--- src/rtl/audio_clk_ratio_mon.sv ---
module audio_clk_ratio_mon #(
  parameter int REF_TMO    = 64,
  parameter int FRM_TMO    = 1024,
  parameter int BASE_RATIO = 128,
  parameter int TOL        = 2
) (
  input  logic       clk,
  input  logic       rst_n,
  input  logic       mck_in,
  input  logic       frm_in,
  input  logic       auto_mode,
  input  logic [1:0] speed_sel,
  input  logic       err_clr,
  output logic [2:0] ratio_code,
  output logic [1:0] speed_mode,
  output logic       dac_ok,
  output logic       adc_ok,
  output logic       pwr_save,
  output logic       ratio_err
);
  localparam int TW = $clog2(REF_TMO + 1);
  localparam int CW = $clog2(FRM_TMO + 2);
  localparam logic [TW-1:0] TMO_V   = TW'(REF_TMO);
  localparam logic [CW-1:0] CNT_SAT = CW'(FRM_TMO + 1);
  localparam int RT1 = BASE_RATIO;
  localparam int RT2 = BASE_RATIO * 3 / 2;
  localparam int RT3 = BASE_RATIO * 2;
  localparam int RT4 = BASE_RATIO * 3;
  localparam int RT5 = BASE_RATIO * 4;

  logic [2:0]    m_sy, f_sy;
  logic [TW-1:0] tcnt;
  logic [CW-1:0] mcnt;
  logic          frm_dead, armed, prev_ok, locked;
  logic [2:0]    prev_cls, cls, auto_spd;
  logic          dac_perm, adc_perm;

  wire mck_rise = m_sy[1] & ~m_sy[2];
  wire mck_tog  = m_sy[1] ^ m_sy[2];
  wire frm_rise = f_sy[1] & ~f_sy[2];
  wire mck_dead = (tcnt == TMO_V);
  wire meas     = frm_rise & armed & ~pwr_save;
  wire mismatch = locked & ~pwr_save & ~dac_perm;

  function automatic logic [2:0] classify(input logic [CW-1:0] n);
    int v;
    v = int'(n);
    if (v >= RT1 - TOL && v <= RT1 + TOL) return 3'd1;
    if (v >= RT2 - TOL && v <= RT2 + TOL) return 3'd2;
    if (v >= RT3 - TOL && v <= RT3 + TOL) return 3'd3;
    if (v >= RT4 - TOL && v <= RT4 + TOL) return 3'd4;
    if (v >= RT5 - TOL && v <= RT5 + TOL) return 3'd5;
    return 3'd0;
  endfunction

  assign cls      = classify(mcnt);
  assign pwr_save = mck_dead | frm_dead;

  always_comb begin
    case (ratio_code)
      3'd1:         auto_spd = 3'd2;
      3'd2, 3'd3:   auto_spd = 3'd1;
      default:      auto_spd = 3'd0;
    endcase
  end

  assign speed_mode = auto_mode ? auto_spd[1:0] : speed_sel;

  always_comb begin
    case (speed_mode)
      2'b00: begin
        dac_perm = ratio_code inside {3'd3, 3'd4, 3'd5};
        adc_perm = dac_perm;
      end
      2'b01: begin
        dac_perm = ratio_code inside {3'd1, 3'd2, 3'd3};
        adc_perm = (ratio_code == 3'd3);
      end
      2'b10: begin
        dac_perm = (ratio_code == 3'd1);
        adc_perm = 1'b0;
      end
      default: begin
        dac_perm = 1'b0;
        adc_perm = 1'b0;
      end
    endcase
  end

  assign dac_ok = locked & ~pwr_save & dac_perm;
  assign adc_ok = locked & ~pwr_save & adc_perm;

  always_ff @(posedge clk or negedge rst_n) begin
    if (!rst_n) begin
      m_sy       <= '0;
      f_sy       <= '0;
      tcnt       <= TMO_V;
      mcnt       <= '0;
      frm_dead   <= 1'b1;
      armed      <= 1'b0;
      prev_ok    <= 1'b0;
      prev_cls   <= '0;
      locked     <= 1'b0;
      ratio_code <= '0;
      ratio_err  <= 1'b0;
    end else begin
      m_sy <= {m_sy[1:0], mck_in};
      f_sy <= {f_sy[1:0], frm_in};

      if (mck_tog)       tcnt <= '0;
      else if (!mck_dead) tcnt <= tcnt + 1'b1;

      if (frm_rise)                        mcnt <= CW'(mck_rise);
      else if (mck_rise && mcnt != CNT_SAT) mcnt <= mcnt + 1'b1;

      if (frm_rise)              frm_dead <= 1'b0;
      else if (mcnt == CNT_SAT)  frm_dead <= 1'b1;

      if (mck_dead)      armed <= 1'b0;
      else if (frm_rise) armed <= 1'b1;
      else if (frm_dead) armed <= 1'b0;

      if (pwr_save) begin
        prev_ok    <= 1'b0;
        locked     <= 1'b0;
        ratio_code <= '0;
      end else if (meas) begin
        prev_cls <= cls;
        prev_ok  <= 1'b1;
        if (prev_ok && cls == prev_cls) begin
          ratio_code <= cls;
          locked     <= 1'b1;
        end
      end

      if (mismatch)     ratio_err <= 1'b1;
      else if (err_clr) ratio_err <= 1'b0;
    end
  end
endmodule


--- config.mk ---
export PLATFORM = sky130hd
export DESIGN_NAME = audio_clk_ratio_mon
export DESIGN_NICKNAME = d
export VERILOG_FILES = /design/src/rtl/audio_clk_ratio_mon.sv
export SDC_FILE = /design/constraint.sdc
export NUM_CORES = 1
export LEC_CHECK = 0
export ABC_AREA = 1
export BUFFER_PORTS_ARGS = -buffer_cell sky130_fd_sc_hd__buf_2
export CORE_MARGIN = 10
export CORE_UTILIZATION = 45
export DETAILED_ROUTE_END_ITERATION = 12
export GPL_TIMING_DRIVEN = 0
export MAX_ROUTING_LAYER = met4
export PLACE_DENSITY_LB_ADDON = 0.15
export SLEW_MARGIN = 20
export SYNTH_ARGS = -nofsm -noshare
export SYNTH_HDL_FRONTEND = slang
export SYNTH_SLANG_ARGS = --single-unit
--- constraint.sdc ---
create_clock -name clk -period 1.8 [get_ports clk]
set_input_delay 0.36 -clock clk [delete_from_list [all_inputs] [get_ports clk]]
set_output_delay 0.36 -clock clk [all_outputs]
set_load 0.01 [all_outputs]
==> impl_metrics.toml <==
[status]
status = "complete, but fails checks"
violations = "setup timing"

[die]
die_y_um = 89.9
core_area_mm2 = 0.00472
io_pins = 17
initial_core_util_pct = 46.5
rows = 25
dieArea_mm2 = 0.00808
dieWidth_um = 89.9

[detailed_routing]
antenna_left = 0
wl_per_cell_um = 13.0
vias = 2131
drc = 0
routed_via_density = 5.11
wirelength_um = 5440
dr.pass1.iters = 4
drtIter0Drc = 119

[yosys]
syn_inst = 293
synth_edf_count = 0
ys_types = 36
yosysSeqAreaShare_pct = 40.0
synth-seq-cells = 35
ys_warn_count = 0
syn_area_per_cell_um2 = 7.50
syn_nets = 307
synth_area_mm2 = 0.00220
synth_ff_type = "dfrtp_1"
async_flop_share_pct = 100

[worst_setup_path]
crit_type = "flip-flop to primary output"
cp.arrival_ps = 1680
required_ps = 1440
cp-start-kind = "flip-flop"
cp_max_fo = 4
crit_start = "ratio_code[2]"
cp-end-kind = "primary output"
r2r-start = "mcnt[3]"

[timing]
fmax_mhz = 491
maxSlewHeadroom_pct = 48.2
finalCritPeriodShare_pct = 113
maxSlewViolCount = 0
rsz0062_at_grt = "true"
fin_crit_ps = 2040
clock_skew_ps = 12.1
finalSetupViolCount = 2
worst_slew_pin_slew_ps = 776
setup_tns_ps = -382
hold_viol = 0
worst_slack_ps = -237

[clocking]
postCtsHoldBufs = 0
h-tree-depth = 2
cts_buffers = 5
clk_pin_slew_ps = 80
cts_sinks = 35
clock_path_buffers = 2
cts_tree = "built"
clock_latency_ps = 290
cts-root-buf = "clkbuf_8"

[place]
globalplace.congestion = 0.924
portBuffers = 16
dp_cells = 376
post_dp_cell_area_mm2 = 0.00236
dp_hpwl_um = 3530

[cells_and_area]
post_layout_nonfiller_instances = 417
final_nets = 363
syn_to_final_growth_pct = 34.7
diodes = 0
final_cell_area_mm2 = 0.00296
drive_above_1_share_pct = 42.6

[power]
leakage_uw = 0.00146
powerDensity_mw_per_mm2 = 654
ir_drop_mv = 0.769

[grt]
grt_max_degree = 36
grt_util_all_layers_pct = 13.1
grt_pass1_vias = 1943
grt_pass1_wl_um = 8810
antenna_found_initial = 0
overflow = 0

[flow_run]
drv_cap = 0

[min_path]
hp-class = "input port to asynchronous set/reset pin"
final cells by class:
| type | instances | area (um2) |
|---|---|---|
| fillers | 416 | 1760 |
| multi-input cells | 208 | 1320 |
| flip-flops and latches | 35 | 887 |
| repair buffers | 49 | 349 |
| inverters | 47 | 186 |
| well taps | 67 | 83.8 |
| clock buffers | 5 | 68.8 |
| clock inverters | 3 | 43.8 |
| plain buffers | 3 | 22.5 |
metrics by stage:
stage / total power [uW] / utilization, % / setup WS, ps / hold WS (ps)
finish: 1940 / 62.7 / -237 / 124
CTS: 1880 / 56.9 / -188 / 157
global route: 2040 / 62.7 / -357 / 157
floorplan: 1040 / - / 52.1 / 64.4
detailed placement: 1120 / 50.0 / -130 / 337
global placement: 1110 / 50.0 / -99.3 / 332
registers in the layout, indices dropped and copies added (netlist names):
| register | flops |
|---|---|
| f_sy | 3 |
| tcnt | 7 |
| prev_ok | 1 |
| locked | 1 |
| mcnt | 11 |
| prev_cls | 3 |
| m_sy | 3 |
| ratio_code | 3 |
| frm_dead | 1 |
| ratio_err | 1 |
| armed | 1 |
where the power goes:
part	internal, uW	switching [uW]
clock	413	311
combinational	140	208
sequential	820	46.2
layer usage:
metal  vias to the layer above  GRT usage (%)  wire length [um]
met5                         -              -                 0
met4                         0           3.58               113
met3                        14           3.08               229
met2                        45           20.0              2530
met1                      1000           16.9              2570
li1                       1072              -                 -
worst paths after layout:
kind | to | slack [ps] | cells past startpoint
setup / recovery | dac_ok | -240 | 11
hold / removal | mcnt[5] | 120 | 1
setup reg to reg | ratio_code[1] | 10 | 10
hold reg to reg | f_sy[1] | 350 | 0
max in group asynchronous | mcnt[0] | 1110 | 1
min in group clk | m_sy[0] | 170 | 1
timing repair:
action,in CTS,in global routing
pin swaps,8,25
setup buffers,19,18
gates cloned,0,0
endpoints found under the setup margin,15,21
resized for setup,22,58
critical path: stages, from the launching register on:
cell and delay (ps):
dfrtp_1 430, inv_2 80, nand3_2 90, inv_2 70, o21ai_1 50, nand2_1 130
inv_2 60, o211ai_1 100, nand3_1 130, nand2_1 80, inv_1 30, buf_2 130
logic make-up after synthesis:
kind of cell,Yosys count,share of synthesized area [%]
flip-flops,35,40.0
adder cells (fa/ha/maj),6,3.41
AND/OR/NAND/NOR,157,35.9
AO/OA/AOI/OAI,43,11.3
buffers and inverters,50,8.65
XOR/XNOR,2,0.797
cells in the final DEF, fill, tap and decap left out, types with 3 or more instances in the layout:
master and instances:
nand2_2 17, a21oi_1 13, nand4_1 9, nand3_1 17, nor3_1 5, nor2_1 25, buf_4 34, nand3_2 12
nand2_4 4, inv_1 28, nand2_1 46, o21ai_1 7, buf_2 14, inv_2 15, dfrtp_2 7, ha_1 4
inv_4 4, a21oi_2 3, nor2_2 8, nor2_4 6, dfrtp_1 26, o21ai_0 7, clkbuf_8 5
Yosys cell counts, drive strengths merged (2+ instances only):
cell type / instances / area [um2]
dfstp: 2 / 52.6
o21bai: 2 / 15.0
nor2: 39 / 174
dfrtp: 33 / 826
ha: 6 / 75.1
buf: 2 / 10.0
nand4: 10 / 77.6
inv: 46 / 173
nand3: 31 / 195
nand2: 67 / 287
xor2: 2 / 17.5
a21oi: 16 / 83.8
a21boi: 2 / 15.0
o21ai: 16 / 80.1
nor3: 7 / 35.0
and3: 2 / 12.5
Power figures use the tool's default switching activity.
